===== config.mk =====
export PLATFORM = sky130hd
export DESIGN_NAME = pin_irq_ctrl
export DESIGN_NICKNAME = d
export VERILOG_FILES = /design/src/rtl/pic_pkg.sv /design/src/rtl/pic_sync.sv /design/src/rtl/pic_channel.sv /design/src/rtl/pic_regs.sv /design/src/rtl/pin_irq_ctrl.sv
export SDC_FILE = /design/constraint.sdc
export NUM_CORES = 1
export LEC_CHECK = 0
export ABC_AREA = 1
export BUFFER_PORTS_ARGS = -buffer_cell sky130_fd_sc_hd__buf_4
export CORE_UTILIZATION = 39
export DETAILED_ROUTE_END_ITERATION = 12
export HOLD_SLACK_MARGIN = 0.06
export SLEW_MARGIN = 20
export SYNTH_ARGS = -nofsm -noshare
export SYNTH_HDL_FRONTEND = slang
export SYNTH_SLANG_ARGS = --single-unit

===== constraint.sdc =====
create_clock -name clk -period 1.25 [get_ports clk]
set_input_delay 0.1875 -clock clk [delete_from_list [all_inputs] [get_ports clk]]
set_output_delay 0.1875 -clock clk [all_outputs]
set_load 0.02 [all_outputs]

===== src/rtl/pic_pkg.sv =====
package pic_pkg;
   // Register byte offsets
   localparam int unsigned OFF_MODE     = 'h00;
   localparam int unsigned OFF_PEND     = 'h04;
   localparam int unsigned OFF_RISE     = 'h08;
   localparam int unsigned OFF_FALL     = 'h0C;
   localparam int unsigned OFF_ENA      = 'h10;
   localparam int unsigned OFF_ENB      = 'h14;
   localparam int unsigned OFF_ENA_SET  = 'h18;
   localparam int unsigned OFF_ENA_CLR  = 'h1C;
   localparam int unsigned OFF_ENB_SET  = 'h20;
   localparam int unsigned OFF_ENB_CLR  = 'h24;
   localparam int unsigned OFF_LAST     = OFF_ENB_CLR;

   // Detection kind selected by a mode bit
   typedef enum logic {DET_EDGE = 1'b0, DET_LEVEL = 1'b1} det_kind_e;
endpackage


===== src/rtl/pic_sync.sv =====
module pic_sync #(
   parameter int W      = 8,
   parameter int STAGES = 2
) (
   input  logic         clk,
   input  logic         rst_n,
   input  logic [W-1:0] d,
   output logic [W-1:0] q
);
   if (STAGES < 2) begin : g_bad_stages
      $error("pic_sync: STAGES must be at least 2");
   end

   logic [STAGES-1:0][W-1:0] stg;

   always_ff @(posedge clk or negedge rst_n) begin
      if (!rst_n) stg <= '0;
      else        stg <= {stg[STAGES-2:0], d};
   end

   assign q = stg[STAGES-1];
endmodule


===== src/rtl/pic_channel.sv =====
module pic_channel
   import pic_pkg::*;
(
   input  logic clk,
   input  logic rst_n,
   input  logic pin_s,
   input  logic mode,
   input  logic en_a,
   input  logic en_b,
   input  logic clr_pend,
   input  logic clr_rise,
   input  logic clr_fall,
   output logic rise_evt,
   output logic fall_evt,
   output logic pend_raw,
   output logic pend_vis,
   output logic rise_seen,
   output logic fall_seen,
   output logic irq
);
   logic prev_q;
   logic hit;
   logic level_ok;
   det_kind_e kind;

   assign kind     = det_kind_e'(mode);
   assign rise_evt = pin_s & ~prev_q;
   assign fall_evt = ~pin_s & prev_q;
   assign hit      = (rise_evt & en_a) | (fall_evt & en_b);
   assign level_ok = en_a & (pin_s == en_b);

   always_ff @(posedge clk or negedge rst_n) begin
      if (!rst_n) begin
         prev_q    <= 1'b0;
         rise_seen <= 1'b0;
         fall_seen <= 1'b0;
         pend_raw  <= 1'b0;
      end else begin
         prev_q    <= pin_s;
         rise_seen <= rise_evt | (rise_seen & ~clr_rise);
         fall_seen <= fall_evt | (fall_seen & ~clr_fall);
         if (kind == DET_LEVEL) pend_raw <= 1'b0;
         else                   pend_raw <= hit | (pend_raw & ~clr_pend);
      end
   end

   always_comb begin
      if (kind == DET_LEVEL) begin
         pend_vis = level_ok;
         irq      = level_ok;
      end else begin
         pend_vis = pend_raw;
         irq      = pend_raw & (en_a | en_b);
      end
   end
endmodule


===== src/rtl/pic_regs.sv =====
module pic_regs
   import pic_pkg::*;
#(
   parameter int NUM_CH = 8,
   parameter int ADDR_W = 6,
   parameter int DATA_W = 32
) (
   input  logic              clk,
   input  logic              rst_n,
   input  logic [ADDR_W-1:0] addr,
   input  logic              we,
   input  logic [DATA_W-1:0] wdata,
   output logic [DATA_W-1:0] rdata,
   input  logic [NUM_CH-1:0] pend,
   input  logic [NUM_CH-1:0] rise_seen,
   input  logic [NUM_CH-1:0] fall_seen,
   output logic [NUM_CH-1:0] mode,
   output logic [NUM_CH-1:0] en_a,
   output logic [NUM_CH-1:0] en_b,
   output logic [NUM_CH-1:0] clr_pend,
   output logic [NUM_CH-1:0] clr_rise,
   output logic [NUM_CH-1:0] clr_fall
);
   logic [NUM_CH-1:0] wbits;
   assign wbits = wdata[NUM_CH-1:0];

   if (NUM_CH < DATA_W) begin : g_spare
      logic unused_hi;
      assign unused_hi = ^wdata[DATA_W-1:NUM_CH];
   end

   function automatic logic hit_at(input logic [ADDR_W-1:0] a, input int unsigned off);
      return a == ADDR_W'(off);
   endfunction

   assign clr_pend = (we && hit_at(addr, OFF_PEND)) ? wbits : '0;
   assign clr_rise = (we && hit_at(addr, OFF_RISE)) ? wbits : '0;
   assign clr_fall = (we && hit_at(addr, OFF_FALL)) ? wbits : '0;

   always_ff @(posedge clk or negedge rst_n) begin
      if (!rst_n) begin
         mode <= '0;
         en_a <= '0;
         en_b <= '0;
      end else if (we) begin
         if (hit_at(addr, OFF_MODE))    mode <= wbits;
         if (hit_at(addr, OFF_ENA_SET)) en_a <= en_a | wbits;
         if (hit_at(addr, OFF_ENA_CLR)) en_a <= en_a & ~wbits;
         if (hit_at(addr, OFF_ENB_SET)) en_b <= en_b | wbits;
         if (hit_at(addr, OFF_ENB_CLR)) en_b <= en_b & ~wbits;
      end
   end

   always_comb begin
      rdata = '0;
      if      (hit_at(addr, OFF_MODE)) rdata[NUM_CH-1:0] = mode;
      else if (hit_at(addr, OFF_PEND)) rdata[NUM_CH-1:0] = pend;
      else if (hit_at(addr, OFF_RISE)) rdata[NUM_CH-1:0] = rise_seen;
      else if (hit_at(addr, OFF_FALL)) rdata[NUM_CH-1:0] = fall_seen;
      else if (hit_at(addr, OFF_ENA))  rdata[NUM_CH-1:0] = en_a;
      else if (hit_at(addr, OFF_ENB))  rdata[NUM_CH-1:0] = en_b;
   end
endmodule


===== src/rtl/pin_irq_ctrl.sv =====
module pin_irq_ctrl
   import pic_pkg::*;
#(
   parameter int NUM_CH      = 8,
   parameter int ADDR_W      = 6,
   parameter int DATA_W      = 32,
   parameter int SYNC_STAGES = 2
) (
   input  logic              clk,
   input  logic              rst_n,
   input  logic [ADDR_W-1:0] bus_addr,
   input  logic              bus_we,
   input  logic [DATA_W-1:0] bus_wdata,
   output logic [DATA_W-1:0] bus_rdata,
   input  logic [NUM_CH-1:0] pin_in,
   output logic [NUM_CH-1:0] irq_out
);
   if (NUM_CH < 1 || NUM_CH > DATA_W) begin : g_bad_ch
      $error("pin_irq_ctrl: NUM_CH must be 1..DATA_W");
   end
   if ((1 << ADDR_W) <= OFF_LAST) begin : g_bad_addr
      $error("pin_irq_ctrl: ADDR_W too narrow for the register map");
   end

   logic [NUM_CH-1:0] pin_s;
   logic [NUM_CH-1:0] mode, en_a, en_b;
   logic [NUM_CH-1:0] clr_pend, clr_rise, clr_fall;
   logic [NUM_CH-1:0] rise_evt, fall_evt;
   logic [NUM_CH-1:0] pend_raw, pend_vis, rise_seen, fall_seen;

   pic_sync #(.W(NUM_CH), .STAGES(SYNC_STAGES)) u_sync (
      .clk(clk), .rst_n(rst_n), .d(pin_in), .q(pin_s)
   );

   pic_regs #(.NUM_CH(NUM_CH), .ADDR_W(ADDR_W), .DATA_W(DATA_W)) u_regs (
      .clk(clk), .rst_n(rst_n),
      .addr(bus_addr), .we(bus_we), .wdata(bus_wdata), .rdata(bus_rdata),
      .pend(pend_vis), .rise_seen(rise_seen), .fall_seen(fall_seen),
      .mode(mode), .en_a(en_a), .en_b(en_b),
      .clr_pend(clr_pend), .clr_rise(clr_rise), .clr_fall(clr_fall)
   );

   for (genvar i = 0; i < NUM_CH; i++) begin : g_ch
      pic_channel u_ch (
         .clk(clk), .rst_n(rst_n),
         .pin_s(pin_s[i]), .mode(mode[i]), .en_a(en_a[i]), .en_b(en_b[i]),
         .clr_pend(clr_pend[i]), .clr_rise(clr_rise[i]), .clr_fall(clr_fall[i]),
         .rise_evt(rise_evt[i]), .fall_evt(fall_evt[i]),
         .pend_raw(pend_raw[i]), .pend_vis(pend_vis[i]),
         .rise_seen(rise_seen[i]), .fall_seen(fall_seen[i]),
         .irq(irq_out[i])
      );
   end
endmodule


---- Word level (Yosys, flattened, before mapping) ----
Index checks and enable logic that the tools add are counted.
word-level totals
  logic and storage cells ................. 257
  output and inout port bits .............. 40
  RAM bits ................................ 0
  bits in latches ......................... 0
  memories ................................ 0
  input bits .............................. 49
  register bits after elaboration ......... 72
  bits in read-only memories .............. 0
operators by class
  reduce and logical (&&, ||, !) cells .... 9
  equality and inequality tests ........... 17
  $add $sub $neg .......................... 0
  order comparisons ....................... 0
  shift-type cells ........................ 0
  divide/modulo/power cells ............... 0
  multiply operators ...................... 0
  multiplexer cells ....................... 37
  bitwise gates (word level) .............. 157
operators by type and width
  kind                  number
  $mux W8               13
  $and A1 B1 Y1         72
  $not A1 Y1            40
  $or A1 B1 Y1          40
  $eq A6 B5 Y1 const B  4
  $mux W1               24
  $and A8 B8 Y8         2
  $or A8 B8 Y8          2
  $eq A6 B4 Y1 const B  2
  $eq A6 B6 Y1 const B  2
  $eq A1 B1 Y1          8
  $not A8 Y8            1
  $eq A6 B3 Y1 const B  1
  $logic_not A6 Y1      1
  $reduce_and A2 Y1     3
  $reduce_bool A2 Y1    2
  $logic_and A1 B1 Y1   3

---- Longest topological paths before layout ----
  word-level depth ........................ 7
  gate-level depth with buffers ........... 8
  gate-level depth less buffers ........... 8

---- Modules after synthesis ----
A second synthesis with hierarchy kept.
second synthesis, totals
  cells, all modules ...................... 499
  area, all modules ....................... 3882.5 µm²
by module, submodules not included
  module       instances  sequential area each (µm²)  area an instance (µm²)  cells each
  pic_regs     1          600.6                       1790.5                  259
  pic_channel  8          100.1                       203.9                   27
  pic_sync     1          400.4                       460.4                   24

---- Worst setup path after synthesis ----
OpenSTA, ideal clock, no wires.
  path kind ............................... input to output
  from .................................... input bus_addr[3]
  to ...................................... output bus_rdata[5]
  cell stages on the path ................. 8
  buffers on the path ..................... 1
  arrival time ............................ 1.056 ns
  data required time ...................... 1.062 ns
  slack ................................... 0.006 ns
  path through ............................ inv_2 nand2_2 nor2_8 buf_2 nand3_1 nand3_1 nor2_1 nand3_1
on the way
  longest elaborated chain between the ends .. 7
  elaborated cells between the ends (all ways) .. 12
  classes of those cells .................. 5 x eq/ne; 6 x mux; 1 x reduce/logical
ends and longest elaborated chain
  element             RTL line            text
  start: declaration  pin_irq_ctrl.sv:11  input logic [ADDR_W-1:0] bus_addr,
  $eq A6 B5 Y1        pic_regs.sv:33      return a == ADDR_W'(off);
  $mux W8             pic_regs.sv:61      else if (hit_at(addr, OFF_ENB)) rdata[NUM_CH-1:0] = en_b;
  $mux W8             pic_regs.sv:60      else if (hit_at(addr, OFF_ENA)) rdata[NUM_CH-1:0] = en_a;
  $mux W8             pic_regs.sv:59      else if (hit_at(addr, OFF_FALL)) rdata[NUM_CH-1:0] = fall_seen;
  $mux W8             pic_regs.sv:58      else if (hit_at(addr, OFF_RISE)) rdata[NUM_CH-1:0] = rise_seen;
  $mux W8             pic_regs.sv:57      else if (hit_at(addr, OFF_PEND)) rdata[NUM_CH-1:0] = pend;
  $mux W8 *           pic_regs.sv:56      if (hit_at(addr, OFF_MODE)) rdata[NUM_CH-1:0] = mode;
  end: declaration    pin_irq_ctrl.sv:14  output logic [DATA_W-1:0] bus_rdata,
Every way passes the cells marked *; elsewhere a longest branch is shown, timed or not.

==> key figures <==
Status
  • Status: finished with violations
  • Failing checks: setup timing

Finish
  • P&R area growth vs syn: 31.4%
  • Share of cells above drive strength 1: 35.5%
  • Ant diodes: 0
  • Nets@finish: 602
  • Fin cells: 687
  • Filler instances: 852

Yosys
  • Commonest cells in the netlist: nand2_1, dfrtp_1, inv_1
  • Distinct cells, synth: 26
  • Dominant cells by area after synthesis: dfrtp_1, nand2_1, buf_4, inv_1, nand3_1
  • #FFs+latches synth: 72
  • Post-synth EDFFs: 0
  • Avg Cell Area, Syn: 8.38 µm²
  • Area leader, netlist: dfrtp_1
  • YS warnings: 0
  • Most numerous cell in the Yosys netlist: nand2_1
  • Asr flop ratio synth: 100%
  • Synth top area share: 47.0%
  • Post-Syn Area: 0.00384 mm²
  • Synth Flop Type: dfrtp_1
  • Seq/Total Area, Yosys: 47.0%
  • Gate count of the mapped netlist: 458

Power
  • Leakage: 2.51 nW
  • Peak supply drop: 0.867 mV
  • Cell Pwr Density: 1320 mW/mm²
  • Pwr Total: 0.00666 W

STA
  • Crit share post-route: 128%
  • RSZ-0062 raised after global routing: yes
  • Min cycle time layout: 1600 ps
  • F_max: 625 MHz
  • Final hold violation count: 0
  • Skew final: 7.64 ps
  • # setup viols final: 16
  • Sum Neg Setup Slack: -4730 ps
  • Final WS setup: -350 ps
  • Slew Viols, Final: 0

Drt
  • DRT iter0 DRCs: 205
  • DR WL/cell: 14.1 µm
  • Initial DRT Pass Iterations: 4
  • # DRC: 0
  • DR vias: 3414
  • Drt total wl: 9700 µm
  • Post-route ant nets: 0
  • Via/cell ratio: 4.97

Worst setup path
  • Startpoint types: register
  • Worst Reg2Reg Path Length in Cells: 6
  • CP Data Arrival Time: 1410 ps
  • Critical path's slowest cell: dfrtp_2
  • Worst Path Buf+Inv: 2
  • FF-to-FF setup slack: 80 ps
  • CP required: 1060 ps
  • Most used cell, CP: nand3_2
  • Crit path max fanout: 4
  • Reg2reg end: g_ch[4].u_ch.pend_raw$_DFF_PN0_
  • Top delay family on crit path: flip-flops
  • Crit path kind: register to output pin
  • Critical Path End: bus_rdata[7]
  • Crit-path max cell delay: 460 ps
  • WP depth: 6
  • Critical path cell sequence: buf_6, nand3_2, nand3_2, nor2_2, nand3_2, buf_6
  • Worst setup EP type: output pin
  • Worst flop-to-flop path startpoint: u_sync.q[4]$_DFF_PN0_

Global routing
  • First-pass GRT wire length: 15600 µm
  • GR Overflow Total: 0
  • Largest net degree at the start of global routing: 37
  • Antenna violations before repair: 0
  • Vias in the first global route: 3171
  • Tot GR Track Use: 20.1%

Placement
  • IO Port Bufs: 40
  • Gpl congestion: 0.862
  • Post-DP HPWL: 6500 µm
  • Placed Cells: 648

CTS
  • Clock Sink Count: 72
  • CTS Buf Count: 9
  • Clk root buf: clkbuf_8
  • Clock slew at reported path FFs: 80 ps
  • Clk_lat worst skew: 350 ps
  • H-Tree Level Count: 3
  • CTS tree: built
  • Clock Path Buffers: 2

Floorplan
  • Ports placed on the boundary: 89
  • Initial Util: 40.9%
  • Die ar.: 0.0102 mm²
  • DIE WIDTH: 101 µm
  • Core region area: 0.00937 mm²
  • Row Count: 35
  • Die height: 101 µm

Worst hold path
  • HP Class: input pin to register

Run
  • Max Cap Viol: 0
-- metal layers --
layer / vias to the layer above / share of wire (%) / global-route usage, %
met4: 0 / 1.7 / 8.03
met3: 15 / 6.1 / 3.59
li1: 1644 / - / -
met5: - / 0 / 0
met1: 1627 / 46 / 27.7
met2: 128 / 46 / 31.5
-- worst register-to-register path, delay by kind of cell, from the launching register on --
| family | cells | cell delay (ps) |
|---|---|---|
| AO/OA/AOI/OAI | 2 | 180 |
| AND/OR/NAND/NOR | 2 | 370 |
| buffers and inverters | 2 | 180 |
| flip-flops | 1 | 380 |
-- logic make-up (layout without fill, tap and decap cells) --
group	after synthesis	after routing	share of synthesized area, %
AO/OA/AOI/OAI	72	72	11.0
other	1	24	0.0978
buffers and inverters	90	167	12.7
flip-flops	72	72	47.0
AND/OR/NAND/NOR	223	223	29.3
-- worst min path at each step --
| stage | from | depth (start not counted) | endpoint | slack, ps |
|---|---|---|---|---|
| after floorplan | rst_n | 0 | asynchronous set/reset pin | -110 |
| after global routing | bus_wdata[6] | 3 | register | 130 |
| after global placement | rst_n | 1 | u_sync.stg[6]$_DFF_PN0_ | 110 |
| after CTS | bus_wdata[5] | 4 | g_ch[5].u_ch.fall_seen$_DFF_PN0_ | 110 |
| after detailed placement | rst_n | 1 | u_sync.stg[6]$_DFF_PN0_ | 100 |
| final | bus_wdata[5] | 4 | g_ch[5].u_ch.fall_seen$_DFF_PN0_ | 120 |
-- metrics by stage --
stage / utilization, % / instance area [µm²] / hold slack [ps] / setup slack (ps)
final: 53.8 / 5040 / 122 / -350
after global routing: 53.8 / 5040 / 125 / -442
after CTS: 52.8 / 4950 / 107 / -356
after detailed placement: 47.1 / 4420 / 105 / -254
after global placement: 47.1 / 4420 / 107 / -220
after floorplan: - / 3920 / -108 / 6.28
-- what timing repair did --
item	CTS	global route
pin swaps	25	10
gates cloned	0	0
resized for setup	49	29
hold buffers	9	0
buffers inserted	10	4
hold endpoints to repair	63	0
setup endpoints to repair	16	16
-- layout make-up --
cell class | count | area [µm²] | area share (%)
Clock buffer | 9 | 124 | 2.46
Inverter | 51 | 191 | 3.80
Multi-Input combinational cell | 319 | 1760 | 35.0
Clock inverter | 7 | 96.3 | 1.91
Timing Repair Buffer | 100 | 891 | 17.7
Tap cell | 129 | 161 | 3.20
Sequential cell | 72 | 1810 | 36.0
-- layout by cell type, fill, tap and decap left out, types with 2 or more instances in the layout --
| cell type | n |
|---|---|
| buf_12 | 4 |
| buf_4 | 69 |
| bufinv_16 | 2 |
| nor2_2 | 3 |
| nor2_1 | 32 |
| dlygate4sd3_1 | 9 |
| nand2_4 | 3 |
| clkbuf_8 | 9 |
| clkinvlp_4 | 3 |
| or2_2 | 3 |
| dfrtp_2 | 10 |
| nor2_4 | 3 |
| nand3_2 | 15 |
| nor2_8 | 3 |
| o21ai_2 | 15 |
| nand3_1 | 20 |
| o22ai_1 | 4 |
| dfrtp_1 | 62 |
| nand2_2 | 3 |
| conb_1 | 24 |
| o21a_1 | 8 |
| a21oi_1 | 10 |
| nand4_1 | 24 |
| nor3_4 | 3 |
| inv_1 | 30 |
| o22ai_2 | 4 |
| o21ai_1 | 27 |
| buf_6 | 18 |
| nand2_1 | 110 |
| a21oi_2 | 4 |
| inv_2 | 21 |
-- report_power, final --
part	internal [W]	leakage [nW]	total (W)	switching [W]
Clock	0.00112	0.101	0.00205	0.000926
Sequential	0.00263	0.815	0.00292	0.000285
Combinational	0.000809	1.60	0.00170	0.000888
Total	0.00456	2.51	0.00666	0.00210
No activity file was read; power rests on OpenSTA's default activity.
